[config.mk]
export PLATFORM = sky130hd
export DESIGN_NAME = fp_cond_unit
export DESIGN_NICKNAME = d
export VERILOG_FILES = /design/src/rtl/fpcc_pkg.sv /design/src/rtl/fpcc_classify.sv /design/src/rtl/fpcc_compare.sv /design/src/rtl/fpcc_flag_bank.sv /design/src/rtl/fp_cond_unit.sv
export SDC_FILE = /design/constraint.sdc
export NUM_CORES = 1
export LEC_CHECK = 0
export BUFFER_PORTS_ARGS = -buffer_cell sky130_fd_sc_hd__buf_2
export CORE_ASPECT_RATIO = 0.5
export CORE_MARGIN = 1
export CORE_UTILIZATION = 35
export CTS_CLUSTER_DIAMETER = 30
export CTS_CLUSTER_SIZE = 28
export DETAILED_ROUTE_END_ITERATION = 7
export PLACE_DENSITY = 0.62
export SLEW_MARGIN = 20
export SYNTH_ARGS = -nofsm -noshare
export SYNTH_HDL_FRONTEND = slang
export SYNTH_SLANG_ARGS = --single-unit
[constraint.sdc]
create_clock -name clk -period 1.7 [get_ports clk]
set_input_delay 0.425 -clock clk [delete_from_list [all_inputs] [get_ports clk]]
set_output_delay 0.425 -clock clk [all_outputs]
set_load 0.01 [all_outputs]
[src/rtl/fpcc_pkg.sv]
package fpcc_pkg;
  localparam int unsigned OP_W     = 64;
  localparam int unsigned MAG_W    = OP_W - 1;
  localparam int unsigned SP_EXP_W = 8;
  localparam int unsigned SP_FRC_W = 23;
  localparam int unsigned DP_EXP_W = 11;
  localparam int unsigned DP_FRC_W = 52;
  localparam int unsigned CC_NUM   = 8;
  localparam int unsigned CC_IDX_W = $clog2(CC_NUM);
  localparam int unsigned PRED_W   = 4;

  // predicate select bit positions
  localparam int unsigned PB_UNORD = 0;
  localparam int unsigned PB_EQ    = 1;
  localparam int unsigned PB_LT    = 2;
  localparam int unsigned PB_SIG   = 3;

  typedef struct packed {
    logic             nan;
    logic             snan;
    logic             zero;
    logic             sign;
    logic [MAG_W-1:0] mag;
  } fp_class_t;
endpackage

[src/rtl/fpcc_classify.sv]
module fpcc_classify
  import fpcc_pkg::*;
#(
  parameter int unsigned EXP_W = 8,
  parameter int unsigned FRC_W = 23,
  localparam int unsigned W = EXP_W + FRC_W + 1
) (
  input  logic [W-1:0] val_i,
  output fp_class_t    cls_o
);
  logic [EXP_W-1:0] exp_f;
  logic [FRC_W-1:0] frc_f;

  assign exp_f = val_i[W-2 -: EXP_W];
  assign frc_f = val_i[FRC_W-1:0];

  always_comb begin
    cls_o          = '0;
    cls_o.nan      = (&exp_f) && (|frc_f);
    cls_o.snan     = (&exp_f) && (|frc_f) && !frc_f[FRC_W-1];
    cls_o.zero     = ~|val_i[W-2:0];
    cls_o.sign     = val_i[W-1];
    cls_o.mag[W-2:0] = val_i[W-2:0];
  end
endmodule

[src/rtl/fpcc_compare.sv]
module fpcc_compare
  import fpcc_pkg::*;
(
  input  logic              clk,
  input  logic              rst_n,
  input  logic              chk_en_i,
  input  fp_class_t         a_i,
  input  fp_class_t         b_i,
  input  logic [PRED_W-1:0] pred_i,
  output logic              result_o,
  output logic              invalid_o
);
  logic unord, both_zero, eq, lt;

  always_comb begin
    unord     = a_i.nan | b_i.nan;
    both_zero = a_i.zero & b_i.zero;
    eq        = both_zero | ((a_i.sign == b_i.sign) && (a_i.mag == b_i.mag));
    if (both_zero)               lt = 1'b0;
    else if (a_i.sign != b_i.sign) lt = a_i.sign;
    else if (!a_i.sign)          lt = a_i.mag < b_i.mag;
    else                         lt = a_i.mag > b_i.mag;

    if (unord) result_o = pred_i[PB_UNORD];
    else       result_o = (pred_i[PB_EQ] & eq) | (pred_i[PB_LT] & lt);

    invalid_o = pred_i[PB_SIG] ? unord : (a_i.snan | b_i.snan);
  end

  // unordered pair follows code parity
  p_unord_parity_r2: assert property (@(posedge clk) disable iff (!rst_n)
    (chk_en_i && (a_i.nan || b_i.nan)) |-> (result_o == pred_i[0]));

  // ordered operands are never both equal and less
  p_eq_lt_excl_r5: assert property (@(posedge clk) disable iff (!rst_n)
    (chk_en_i && !unord) |-> !(eq && lt));

  // zeros of either sign compare equal
  p_zero_equal_r4: assert property (@(posedge clk) disable iff (!rst_n)
    (chk_en_i && a_i.zero && b_i.zero) |-> (eq && !lt));
endmodule

[src/rtl/fpcc_flag_bank.sv]
module fpcc_flag_bank
  import fpcc_pkg::*;
#(
  parameter int unsigned NUM_RD = 2
) (
  input  logic                clk,
  input  logic                rst_n,
  input  logic                wr_en_i,
  input  logic [CC_IDX_W-1:0] wr_idx_i,
  input  logic                wr_val_i,
  input  logic [CC_IDX_W-1:0] rd_sel_i  [NUM_RD],
  input  logic                rd_want_i [NUM_RD],
  output logic                rd_hit_o  [NUM_RD],
  output logic [CC_NUM-1:0]   flags_o
);
  logic [CC_NUM-1:0] flags_q, flags_d;

  for (genvar f = 0; f < CC_NUM; f++) begin : g_flag
    logic sel_en;
    assign sel_en = wr_en_i && (wr_idx_i == CC_IDX_W'(f));
    always_comb begin
      flags_d[f] = flags_q[f];
      if (sel_en) flags_d[f] = wr_val_i;
    end
    always_ff @(posedge clk or negedge rst_n) begin
      if (!rst_n) flags_q[f] <= 1'b0;
      else        flags_q[f] <= flags_d[f];
    end
  end

  for (genvar r = 0; r < NUM_RD; r++) begin : g_rd
    assign rd_hit_o[r] = (flags_q[rd_sel_i[r]] == rd_want_i[r]);
  end

  assign flags_o = flags_q;

  // no strobe, no flag change
  p_idle_stable_r8: assert property (@(posedge clk) disable iff (!rst_n)
    !wr_en_i |=> $stable(flags_q));

  // strobed value lands in the indexed flag
  p_write_lands_r8: assert property (@(posedge clk) disable iff (!rst_n)
    wr_en_i |=> (flags_q[$past(wr_idx_i)] == $past(wr_val_i)));
endmodule

[src/rtl/fp_cond_unit.sv]
module fp_cond_unit
  import fpcc_pkg::*;
(
  input  logic                clk,
  input  logic                rst_n,
  input  logic                cmp_valid_i,
  input  logic                is_double_i,
  input  logic [PRED_W-1:0]   pred_i,
  input  logic [CC_IDX_W-1:0] cc_idx_i,
  input  logic [OP_W-1:0]     op_a_i,
  input  logic [OP_W-1:0]     op_b_i,
  input  logic [CC_IDX_W-1:0] br_sel_i,
  input  logic                br_want_i,
  input  logic [CC_IDX_W-1:0] mv_sel_i,
  input  logic                mv_want_i,
  output logic [CC_NUM-1:0]   cc_flags_o,
  output logic                invalid_o,
  output logic                br_taken_o,
  output logic                mv_take_o
);
  localparam int unsigned SP_W = SP_EXP_W + SP_FRC_W + 1;

  logic [OP_W-1:0] opnd [2];
  fp_class_t       cls  [2];
  logic            cmp_res, cmp_inv;
  logic            inv_d, inv_q;

  assign opnd[0] = op_a_i;
  assign opnd[1] = op_b_i;

  for (genvar k = 0; k < 2; k++) begin : g_opnd
    fp_class_t c_sp, c_dp;
    fpcc_classify #(.EXP_W(SP_EXP_W), .FRC_W(SP_FRC_W)) u_cls_sp (
      .val_i (opnd[k][SP_W-1:0]),
      .cls_o (c_sp)
    );
    fpcc_classify #(.EXP_W(DP_EXP_W), .FRC_W(DP_FRC_W)) u_cls_dp (
      .val_i (opnd[k]),
      .cls_o (c_dp)
    );
    assign cls[k] = is_double_i ? c_dp : c_sp;
  end

  fpcc_compare u_cmp (
    .clk       (clk),
    .rst_n     (rst_n),
    .chk_en_i  (cmp_valid_i),
    .a_i       (cls[0]),
    .b_i       (cls[1]),
    .pred_i    (pred_i),
    .result_o  (cmp_res),
    .invalid_o (cmp_inv)
  );

  logic [CC_IDX_W-1:0] rd_sel  [2];
  logic                rd_want [2];
  logic                rd_hit  [2];

  assign rd_sel[0]  = br_sel_i;
  assign rd_want[0] = br_want_i;
  assign rd_sel[1]  = mv_sel_i;
  assign rd_want[1] = mv_want_i;

  fpcc_flag_bank #(.NUM_RD(2)) u_bank (
    .clk       (clk),
    .rst_n     (rst_n),
    .wr_en_i   (cmp_valid_i),
    .wr_idx_i  (cc_idx_i),
    .wr_val_i  (cmp_res),
    .rd_sel_i  (rd_sel),
    .rd_want_i (rd_want),
    .rd_hit_o  (rd_hit),
    .flags_o   (cc_flags_o)
  );

  assign br_taken_o = rd_hit[0];
  assign mv_take_o  = rd_hit[1];

  always_comb begin
    inv_d = 1'b0;
    if (cmp_valid_i) inv_d = cmp_inv;
  end

  always_ff @(posedge clk or negedge rst_n) begin
    if (!rst_n) inv_q <= 1'b0;
    else        inv_q <= inv_d;
  end

  assign invalid_o = inv_q;

  // no strobe, no invalid in the next cycle
  p_invalid_idle_r7: assert property (@(posedge clk) disable iff (!rst_n)
    !cmp_valid_i |=> !invalid_o);

  // quiet codes without a signalling NaN never raise invalid
  p_invalid_quiet_r7: assert property (@(posedge clk) disable iff (!rst_n)
    (cmp_valid_i && !pred_i[3] && !cls[0].snan && !cls[1].snan) |=> !invalid_o);
endmodule

==> summary.txt, run 1 <==
Status
  – Status: complete, but fails checks
  – Failing checks: setup timing

Timing
  – Max Clock Freq: 366 MHz
  – Fin crit period: 2.73 ns
  – Final setup vio count: 11
  – Worst-margin pin slew: 0.341 ns
  – Fin. Hold Viols: 0
  – Fin crit share: 161%
  – Pins over their slew limit: 0
  – RSZ-0062 raised after global routing: true
  – Slew headroom: 76.6%
  – TNS Setup: -8.95 ns
  – Clk_skew: 0 ns
  – PnR worst setup slack: -1.03 ns

Clocking
  – Worst-path clk slew: 0.04 ns
  – # clock sinks: 9
  – Clock Latency Late Sink: 0.23 ns
  – CTS H-tree depth: 1
  – CTS Buf Count: 3
  – Root buffer cell: clkbuf_16
  – TritonCTS clock tree: done
  – Longest Clk Path Bufs: 2
  – # hold bufs at CTS: 0

Cells and area
  – Layout Nets: 901
  – Commonest non-fill, non-tap cells in the layout: buf_2, buf_4, nand2_1, ha_4, nand4_1
  – Cell area after layout: 5980 um2
  – Layout cells sized above 1: 60.4%
  – Leading cell type in the layout, fill and taps excluded: buf_2
  – N_diodes: 0
  – Fill count: 592
  – Area growth from synthesis to layout: 105%

Logic synthesis
  – Largest family of logic cells by synthesized area: simple AND/OR/NAND/NOR gates
  – Async S/R FF share, synth: 100%
  – Post-synthesis cell type count: 48
  – Post-Synth XOR/XNOR Area: 0.899%
  – Synth top area share: 27.0%
  – Synth area leader: ha_1
  – Post-synth EDFFs: 0
  – Simple-Gate Fraction of Synth Area: 38.0%
  – Synth Area in Compound Gates: 16.1%
  – Prevailing post-synth register cell: dfrtp_1
  – Synth Net Count: 619
  – Number of synthesized register bits: 9
  – Mapped Area: 2920 um2
  – Largest cells by area after synthesis: ha_1, nand2_1, dfrtp_1, and2_1, nor4_1
  – Instance count of the mapped netlist: 409
  – Avg Cell Area, Syn: 7.15 um2
  – Yosys warning count: 0
  – Sequential share of the synthesized area: 7.70%
  – Adder-Cell Fraction of Synth Area: 27.0%
  – Mux share of post-synthesis cell area: 4.45%

Detailed routing
  – Wirelength, routed: 13000 um
  – Residual DRC: 0
  – DR pass1 iterations: 5
  – Vias per std cell: 5.45
  – Routed Antenna Nets: 0
  – Routed via count: 4368
  – Average wire per standard cell: 16.3 um
  – Initial DRC Count: 183

Critical path
  – Crit path to: u_bank.flags_o[6]
  – Worst EP arrival: 2.90 ns
  – Crit-path slowest cell: o41a_1
  – Worst Setup End Kind: flop
  – Worst Reg-to-Reg Cells: 3
  – FF-to-FF End: u_bank.flags_o[2]
  – Critical path origin: is_double_i
  – Slowest stage delay, CP: 0.42 ns
  – Reg-to-reg slack, setup: 0.83 ns
  – CP required: 1.86 ns
  – Startpoint Class: input port
  – Kind of critical path: input port to flop
  – CP cell instances: buf_16 -> buf_12 -> and2_1 -> ha_1 -> a21oi_1 -> nor2_1 -> a211oi_2 -> o221ai_2 -> buf_4 -> o41a_1 -> o32a_1 -> o21ai_1
  – R2r startpoint: u_bank.flags_o[2]
  – Crit Path Max Fanout: 8

Floorplan
  – Die height: 66.6 um
  – Die footprint: 8750 um2
  – I/O Pins: 158
  – CORE AREA: 8060 um2
  – Rows: 23
  – Die span in x: 131 um
  – Starting density of the core: 36.3%

Global route
  – Largest net degree at the start of global routing: 16
  – GRT Util Overall: 25.8%
  – Grt ovf: 0
  – First-pass GRT wire length: 18300 um
  – Antenna violations before repair: 0
  – Vias in the first global route: 3902

Min path
  – Class of the worst hold path: input port to async pin

Placed design
  – Port bufs: 157
  – DP HPWL: 9260 um
  – Placer Congestion: 0.953
  – Placed instance area: 4760 um2

Pwr
  – Max IR drop VDD: 0.299 mV
  – Power per Cell Area: 376 nW/um2
  – Leak: 2.79 nW

Run
  – Max-cap violation count: 0
[registers in the layout, indices dropped and copies added, names as in the netlist]
register,flops
invalid_o,1
u_bank.flags_o,8
[what timing repair did]
action,in CTS,in global routing
cloned,2,3
endpoints found under the setup margin,11,11
pin swaps,53,50
resized for setup,89,78
setup buffers,8,2
[per-stage QoR]
stage                     cells  utilization, %  hold slack, ns  setup WS (ns)  power [mW]
after global routing        802            74.3          0.0485          -1.16        2.40
after CTS                   797            67.6          0.0399         -0.968        2.06
after global placement      783            59.0           0.281          -1.64        1.43
final                       802            74.3          0.0352          -1.03        2.25
after detailed placement    783            59.0           0.284          -1.67        1.44
after floorplan             409               -           0.129          -1.31       0.816
[logic make-up after synthesis]
group / count (synthesis)
AOI/OAI and AO/OA: 71
muxes: 8
and+or+nand+nor: 209
xor gates and xnor gates: 3
DFF: 9
buffers and inverters: 46
adders and majority gates: 63
[Yosys cell counts, types with 2 or more instances]
cell type / instances
ha_1: 63
o21ai_0: 8
nor2_1: 12
mux4_2: 4
a21oi_1: 29
or4_1: 4
nand3b_1: 2
clkbuf_1: 9
nand4_1: 27
nor4_1: 30
dfrtp_1: 9
a22o_1: 3
inv_1: 36
o22ai_1: 2
o21a_1: 3
nand3_1: 16
and2_1: 33
nand2_1: 63
a21o_1: 4
a211oi_1: 3
nor2b_1: 2
xor2_1: 3
o21ai_1: 5
a221oi_1: 2
nor3_1: 11
mux2i_1: 4
[where the power goes]
part           internal, mW  switching [mW]  leakage, nW  total [mW]
registers             0.253          0.0310        0.118       0.284
logic                 0.859           0.688         2.63        1.55
clock network         0.310           0.106       0.0409       0.416
total                  1.42           0.825         2.79        2.25
[final cells by class]
type | count | area, um2 | share of cell area (%)
clock inverter | 1 | 5.00 | 0.0836
sequential | 9 | 225 | 3.76
tap | 112 | 140 | 2.34
multi-input combinational | 354 | 3370 | 56.3
inverter | 36 | 143 | 2.38
timing repair buffer | 287 | 2020 | 33.8
clock buffer | 3 | 75.1 | 1.25
[critical path: cells and delay by family]
kind	cells	cell delay (ns)
AND/OR/NAND/NOR	2	0.24
adder cells (fa/ha/maj)	1	0.32
buffers and inverters	3	0.42
AO/OA/AOI/OAI	6	1.48
[worst min path at each step]
stage | slack (ns) | startpoint | to | cells after the start
3_5_place_dp | 0.28 | rst_n | u_bank.flags_o[1] | 1
5_1_grt | 0.05 | rst_n | u_bank.flags_o[6] | 1
4_1_cts | 0.04 | rst_n | u_bank.flags_o[3] | 1
6_report | 0.04 | rst_n | u_bank.flags_o[1] | 1
2_1_floorplan | 0.13 | rst_n | invalid_o | 0
3_3_place_gp | 0.28 | rst_n | u_bank.flags_o[1] | 1
[layer usage]
| metal | routed length, um | track usage (%) | vias up | share of wire, % |
|---|---|---|---|---|
| li1 | - | - | 2101 | - |
| met1 | 5860 | 34.8 | 2069 | 45 |
| met2 | 6290 | 47.1 | 176 | 48 |
| met3 | 743 | 1.83 | 22 | 5.7 |
| met4 | 155 | 2.03 | 0 | 1.2 |
| met5 | 0 | 0 | - | 0 |
Power figures use the tool's default switching activity.
==> run 2: changes to the inputs <==
- CAP_MARGIN: default -> 20
- CORE_UTILIZATION: 35 -> 47
- PLACE_DENSITY: 0.62 -> 0.81
- TNS_END_PERCENT: default -> 50
==> run 2 against run 1 <==
Net effect:
- the run now fails in global routing (5_1_grt)
- synthesized area did not move
- synthesized cell count did not move
==> summary.txt, run 2 <==
Status
  – Status: aborted with a tool error
  – Fail Step: global routing (5_1_grt)
  – Err: [ERROR GRT-0232] Routing congestion too high. Check the congestion heatmap in the GUI.

Placed design
  – Dpl ws: -1.59 ns (+0.0723 ns)
  – DP HPWL: 9060 um (-2.1%)
  – Placer Congestion: 0.906 (-4.9%)
  – Port bufs: 157 (unchanged)

Floorplan
  – I/O Pins: 158 (unchanged)
  – Die span in x: 114 um (-13%)
  – Rows: 19 (-17%)
  – Die height: 57.8 um (-13%)
  – Starting density of the core: 51.0% (+15 points)

Clocking
  – # hold bufs at CTS: 0 (unchanged)
  – CTS H-tree depth: 1 (unchanged)
  – Root buffer cell: clkbuf_16
  – # clock sinks: 9 (unchanged)
  – Longest Clk Path Bufs: 2 (unchanged)
  – CTS Buf Count: 3 (unchanged)

Global route
  – Grt ovf: 229
  – GRT Util Overall: 83.5%
  – Largest net degree at the start of global routing: 14

Logic synthesis
  – Prevailing post-synth register cell: dfrtp_1
  – Async S/R FF share, synth: 100% (unchanged)
  – Top cells by count, synth: ha_1, nand2_1, inv_1
  – Synth top area share: 27.0% (unchanged)
  – Avg Cell Area, Syn: 7.15 um2 (unchanged)
  – Number of synthesized register bits: 9 (unchanged)
  – Instance count of the mapped netlist: 409 (unchanged)
  – Sequential share of the synthesized area: 7.70% (unchanged)
  – Post-synth EDFFs: 0 (unchanged)
  – Yosys warning count: 0 (unchanged)
  – Largest cells by area after synthesis: ha_1, nand2_1, dfrtp_1, and2_1, nor4_1
  – Mapped Area: 2920 um2 (unchanged)
  – Post-synthesis cell type count: 48 (unchanged)
  – Synth Net Count: 619 (unchanged)
  – Synth area leader: ha_1

Timing
  – WEP type: sequential cell input
  – Worst endpoint after global-route timing repair: u_bank.flags_o[6]$_DFFE_PN0P_/D
## run 2: repair_timing
| action | in CTS |
|---|---|
| pin swaps | 44 |
| endpoints found under the setup margin | 11 |
| cloned | 5 |
| gates resized for setup | 72 |
| buffers inserted | 13 |
## run 2: kinds of logic after synthesis
family                     count (synthesis)  share of synthesized area (%)
DFF                                        9                           7.70
buffers and inverters                     46                           5.90
adders and majority gates                 63                           27.0
and+or+nand+nor                          209                           38.0
xor gates and xnor gates                   3                          0.899
AOI/OAI and AO/OA                         71                           16.1
muxes                                      8                           4.45
## run 2: metal layers
metal | GRT overflow | GRT usage, %
met1 | 2 | 80.0
met5 | 1 | 12.6
met3 | 3 | 59.3
met4 | 73 | 99.4
met2 | 150 | 109
## run 2: metrics by stage
stage | area [um2] | std cells
detailed placement | 4710 | 753
CTS | 5380 | 775
floorplan | 3060 | 409
global placement | 4710 | 753
==> run 3: changes to the inputs <==
- CORE_ASPECT_RATIO: 0.5 -> default
- CORE_UTILIZATION: 47 -> 40
- CTS_CLUSTER_DIAMETER: 30 -> default
- CTS_CLUSTER_SIZE: 28 -> default
- PLACE_DENSITY: 0.81 -> default
- PLACE_DENSITY_LB_ADDON: default -> 0.15
==> run 3 against run 2 <==
Net effect:
- the flow now finishes, with violations (setup timing)
==> summary.txt, run 3 (synthesis gave the netlist of run 1 again) <==
Critical path
  – Bufs and invs on worst path: 1
  – Crit-path slowest cell: or4_4
  – Most common cell on crit path: or4_4
  – Kind of critical path: input port to flop
  – Startpoint Class: input port
  – CP required: 1.86 ns
  – CP delay by family, top: simple AND/OR/NAND/NOR gates
  – Worst EP arrival: 2.90 ns
  – Slowest stage delay, CP: 0.61 ns
  – CP cell instances: buf_8 -> ha_4 -> nand4_1 -> or4_4 -> or4_4 -> nor4_4 -> a21oi_2 -> o21a_1 -> o32a_1 -> o21ai_1
  – Worst Setup End Kind: flop
  – Crit Path Max Fanout: 4

Cells and area
  – Leading cell type in the layout, fill and taps excluded: buf_2
  – Layout Nets: 903
  – N_diodes: 0
  – Layout cells sized above 1: 54.8%
  – Post-layout util: 80.3%
  – Area growth from synthesis to layout: 90.8%
  – Max reg flops: 8
  – Commonest non-fill, non-tap cells in the layout: buf_2, buf_4, nand2_1, ha_1, inv_1
  – Fill count: 428
  – Non-filler instance count after layout: 788

Floorplan
  – Die height: 87.5 um (+51%)
  – Starting density of the core: 42.1% (-8.9 points)
  – Rows: 30 (+11)
  – Die span in x: 87.5 um (-23%)
  – CORE AREA: 6940 um2
  – I/O Pins: 158 (unchanged)
  – Die footprint: 7660 um2

Detailed routing
  – DR pass1 iterations: 5
  – Vias per std cell: 5.71
  – Wirelength, routed: 12600 um
  – Average wire per standard cell: 16.0 um
  – Routed Antenna Nets: 0
  – Initial DRC Count: 213
  – Residual DRC: 0
  – Routed via count: 4500

Timing
  – Fin Hold WS: 0.0376 ns
  – Pins over their slew limit: 0
  – RSZ-0062 raised after global routing: true
  – Final setup vio count: 11
  – Clk_skew: 0 ns
  – Fin crit share: 161%
  – TNS Setup: -8.90 ns
  – Worst-margin pin slew: 0.522 ns
  – PnR worst setup slack: -1.04 ns
  – Slew headroom: 64.9%
  – Fin crit period: 2.74 ns
  – Max Clock Freq: 365 MHz
  – Fin. Hold Viols: 0

Run
  – Max-cap violation count: 0

Global route
  – Largest net degree at the start of global routing: 17
  – Antenna violations before repair: 0
  – GRT Util Overall: 30.6%
  – Grt ovf: 0
  – Vias in the first global route: 4189
  – First-pass GRT wire length: 18600 um

Pwr
  – Total power: 1.95 mW
  – Max IR drop VDD: 0.200 mV
  – Power per Cell Area: 350 nW/um2
  – Leak: 2.74 nW

Placed design
  – Placer Congestion: 0.971 (+7.1%)
  – DP HPWL: 9060 um (about the same)
  – Port bufs: 157 (unchanged)
  – Inst Count DP: 765 (+1.6%)

Min path
  – Class of the worst hold path: input port to async pin

Clocking
  – CTS H-tree depth: 1 (unchanged)
  – Root buffer cell: clkbuf_8
  – CTS Buf Count: 3 (unchanged)
  – Clock Latency Late Sink: 0.23 ns
  – Worst-path clk slew: 0.04 ns
  – Longest Clk Path Bufs: 2 (unchanged)
  – # hold bufs at CTS: 0 (unchanged)
  – # clock sinks: 9 (unchanged)
  – TritonCTS clock tree: done

Status
  – Status: complete, but fails checks
  – Failing checks: setup timing
## run 3: cell type report
class / instances / area [um2] / share of cell area (%)
multi-input cells: 354 / 3060 / 54.9
repair buffers: 289 / 1980 / 35.5
flip-flops and latches: 9 / 225 / 4.04
inverters: 36 / 145 / 2.60
well taps: 96 / 120 / 2.15
clock buffers: 4 / 45.0 / 0.808
## run 3: repair_timing
| action | in CTS | in global routing |
|---|---|---|
| gates cloned | 4 | 1 |
| setup buffers | 7 | 8 |
| resized for setup | 83 | 34 |
| endpoints found under the hold margin | 0 | 0 |
| endpoints found under the setup margin | 11 | 11 |
| pin swaps | 60 | 30 |
## run 3: worst paths after layout
| kind | start | end | slack [ns] | depth (start not counted) |
|---|---|---|---|---|
| min in group clk | pred_i[3] | invalid_o | 0.38 | 2 |
| min reg2reg | u_bank.flags_o[2] | u_bank.flags_o[2] | 0.58 | 2 |
| min | rst_n | u_bank.flags_o[0] | 0.04 | 1 |
| max in group asynchronous | rst_n | u_bank.flags_o[7] | 1.48 | 1 |
| max reg2reg | u_bank.flags_o[5] | u_bank.flags_o[5] | 0.84 | 2 |
| max | op_a_i[25] | u_bank.flags_o[0] | -1.04 | 10 |
## run 3: stage by stage
stage,setup WS [ns],area [um2]
after floorplan,-1.31,3060
after global placement,-1.48,4720
after detailed placement,-1.55,4720
after CTS,-0.980,5300
after global routing,-1.13,5580
final,-1.04,5580
## run 3: worst reg2reg max path: stages, from the launching register on
cell and delay, ns:
dfrtp_1 0.40, buf_4 0.14, a32o_1 0.20
## run 3: per-layer routing
layer  wire length (um)  track usage (%)  up-vias  share of wire (%)
li1                   -                -     2111                  -
met1               4860             35.0     2059                 39
met2               6170             58.6      260                 49
met3                917             3.22       70                7.3
met4                658             10.4        0                5.2
met5                  0                0        -                  0
## run 3: power breakdown
| part | internal (mW) | switching [mW] |
|---|---|---|
| Sequential | 0.253 | 0.0297 |
| Combinational | 0.785 | 0.641 |
| Clock | 0.163 | 0.0814 |
| Total | 1.20 | 0.752 |
==> run 4: changes to the inputs <==
- TNS_END_PERCENT: 50 -> 10
==> run 4 against run 3 <==
Net effect:
- the flow still finishes with violations (setup timing)
- first-iteration DRC count is 19% lower
- clock-buffer cell count stayed put
- maximum frequency is 0.30% lower
- clock power is 4% higher
- critical path depth is 1 higher
- sequential power hardly changed
- final area is 4.2% lower
- combinational power hardly changed
- largest cell class unchanged
- largest power group unchanged
==> summary.txt, run 4 (synthesis gave the netlist of run 1 again) <==
Global route
  – Vias in the first global route: 4379 (+4.5%)
  – Grt ovf: 0 (unchanged)
  – Largest net degree at the start of global routing: 16 (-1)
  – First-pass GRT wire length: 19300 um (+3.6%)
  – Antenna violations before repair: 0 (unchanged)
  – GRT Util Overall: 31.6% (+1.0 points)

Timing
  – Slew headroom: 70.3% (+5.4 points)
  – RSZ-0062 raised after global routing: true
  – Fin crit period: 2.75 ns (+0.00814 ns)
  – Worst-margin pin slew: 0.441 ns (-0.0807 ns)
  – PnR worst setup slack: -1.05 ns (-0.00814 ns)
  – Max Clock Freq: 364 MHz (-0.30%)
  – Fin. Hold Viols: 0 (unchanged)
  – Fin Hold WS: 0.0331 ns (-0.00444 ns)
  – Fin crit share: 162% (+0.48 points)
  – Clk_skew: 0 ns (unchanged)
  – Final setup vio count: 11 (unchanged)
  – Pins over their slew limit: 0 (unchanged)

Critical path
  – R2r startpoint: u_bank.flags_o[1]
  – Kind of critical path: input port to flop
  – Critical path origin: op_b_i[30]
  – Crit path to: u_bank.flags_o[2]
  – FF-to-FF End: u_bank.flags_o[1]
  – Crit-path slowest cell: or4_4
  – CP cell instances: buf_6 -> inv_2 -> ha_4 -> nand4_4 -> or4_4 -> or4_4 -> nor4_4 -> a21oi_1 -> o21a_1 -> o32a_1 -> o21ai_1
  – Crit Path Max Fanout: 4 (unchanged)
  – Startpoint Class: input port
  – Worst Setup End Kind: flop
  – Most common cell on crit path: or4_4
  – Reg-to-reg slack, setup: 0.86 ns (+0.02 ns)
  – Worst EP arrival: 2.92 ns (+0.02 ns)
  – Worst Reg-to-Reg Cells: 2 (unchanged)
  – Slowest stage delay, CP: 0.59 ns (-0.02 ns)
  – CP required: 1.87 ns (about the same)

Detailed routing
  – Wirelength, routed: 12500 um (-1.1%)
  – Routed via count: 4337 (-3.6%)
  – DR pass1 iterations: 7 (+2)
  – Average wire per standard cell: 16.0 um (-0.12%)
  – Initial DRC Count: 172 (-19%)
  – Routed Antenna Nets: 0 (unchanged)
  – Residual DRC: 0 (unchanged)
  – Vias per std cell: 5.56 (-2.6%)

Clocking
  – Worst-path clk slew: 0.05 ns (about the same)
  – # clock sinks: 9 (unchanged)
  – CTS H-tree depth: 1 (unchanged)
  – CTS Buf Count: 3 (unchanged)
  – Root buffer cell: clkbuf_8
  – Clock Latency Late Sink: 0.24 ns (about the same)
  – Longest Clk Path Bufs: 2 (unchanged)
  – TritonCTS clock tree: done

Cells and area
  – Layout cells sized above 1: 51.9% (-2.9 points)
  – Area growth from synthesis to layout: 82.7%
  – Fill count: 499 (+17%)
  – N_diodes: 0 (unchanged)
  – Commonest non-fill, non-tap cells in the layout: buf_2, buf_4, nand2_1, ha_1, inv_1
  – Leading cell type in the layout, fill and taps excluded: buf_2
  – Max reg flops: 8 (unchanged)
  – Layout Nets: 895 (-0.89%)
  – Post-layout util: 76.9% (-3.4 points)

Run
  – Max-cap violation count: 0 (unchanged)

Placed design
  – Dpl ws: -1.59 ns (-0.0399 ns)
  – Placer Congestion: 0.947 (-2.4%)
  – DP HPWL: 9300 um (+2.6%)
  – Port bufs: 157 (unchanged)

Status
  – Failing checks: setup timing
  – Status: complete, but fails checks

Floorplan
  – Die footprint: 7660 um2 (unchanged)
  – Starting density of the core: 42.1% (unchanged)
  – I/O Pins: 158 (unchanged)
  – Die span in x: 87.5 um (unchanged)
  – Rows: 30 (unchanged)
  – Die height: 87.5 um (unchanged)
  – CORE AREA: 6940 um2 (unchanged)

Pwr
  – Comb power frac: 72.3% (-0.7 points)
  – Internal power: 1.18 mW (-1.4%)
  – Power per Cell Area: 362 nW/um2 (+3.4%)
  – Total power: 1.94 mW (-0.92%)
  – Leak: 2.67 nW (-2.8%)
  – Net Sw Power: 0.751 mW (-0.14%)
  – Sequential power share: 14.6% (about the same)
  – Sw frac: 38.8% (+0.30 points)
  – Max IR drop VDD: 0.224 mV (+12%)
  – Clock share of power: 13.1% (+0.6 points)

Min path
  – Class of the worst hold path: input port to async pin
[run 4: power by group through the flow]
stage	Sequential (mW)	Clock (mW)	Combinational [mW]
after floorplan	0.303	0	0.511
after global placement	0.282	0	1.12
after detailed placement	0.285	0	1.16
after CTS	0.283	0.253	1.34
after global routing	0.287	0.264	1.52
final	0.282	0.253	1.40
[run 4: metal layers]
layer	routed length, um	GRT usage, %
met1	5070	35.4
met5	0	0
met2	6190	60.2
met3	691	3.03
met4	505	14.2
[run 4: cell type report]
| cell class | instances | area [um2] | share of cell area [%] |
|---|---|---|---|
| Clock buffer | 4 | 45.0 | 0.843 |
| Tap cell | 96 | 120 | 2.25 |
| Inverter | 36 | 138 | 2.58 |
| Timing Repair Buffer | 281 | 1870 | 35.0 |
| Sequential cell | 9 | 225 | 4.22 |
| Multi-Input combinational cell | 354 | 2940 | 55.1 |
[run 4: what timing repair did]
action / 4_1_cts / 5_1_grt
pin swaps: 55 / 4
endpoints found under the setup margin: 11 / 11
resized for setup: 85 / 5
buffers inserted: 4 / 0
cloned: 3 / 0
hold buffers: 0 / 0
[run 4: worst max-delay path: cells and delay by family]
kind / cells / cell delay (ns)
and+or+nand+nor: 4 / 1.40
AOI/OAI and AO/OA: 4 / 0.69
adders and majority gates: 1 / 0.28
buffers and inverters: 2 / 0.13
[run 4: worst min path at each step]
stage	startpoint	to	slack, ns
floorplan	rst_n	invalid_o	0.13
global placement	rst_n	u_bank.flags_o[1]	0.28
detailed placement	rst_n	u_bank.flags_o[1]	0.28
CTS	rst_n	u_bank.flags_o[2]	0.04
global route	rst_n	u_bank.flags_o[0]	0.04
finish	rst_n	u_bank.flags_o[0]	0.03
[run 4: stage by stage]
| step | instance area (um2) | cells | setup TNS [ns] |
|---|---|---|---|
| after floorplan | 3060 | 409 | -10.48 |
| after global placement | 4740 | 769 | -13.43 |
| after detailed placement | 4740 | 769 | -13.78 |
| after CTS | 5320 | 780 | -8.34 |
| after global routing | 5340 | 780 | -10.19 |
| final | 5340 | 780 | -9.15 |
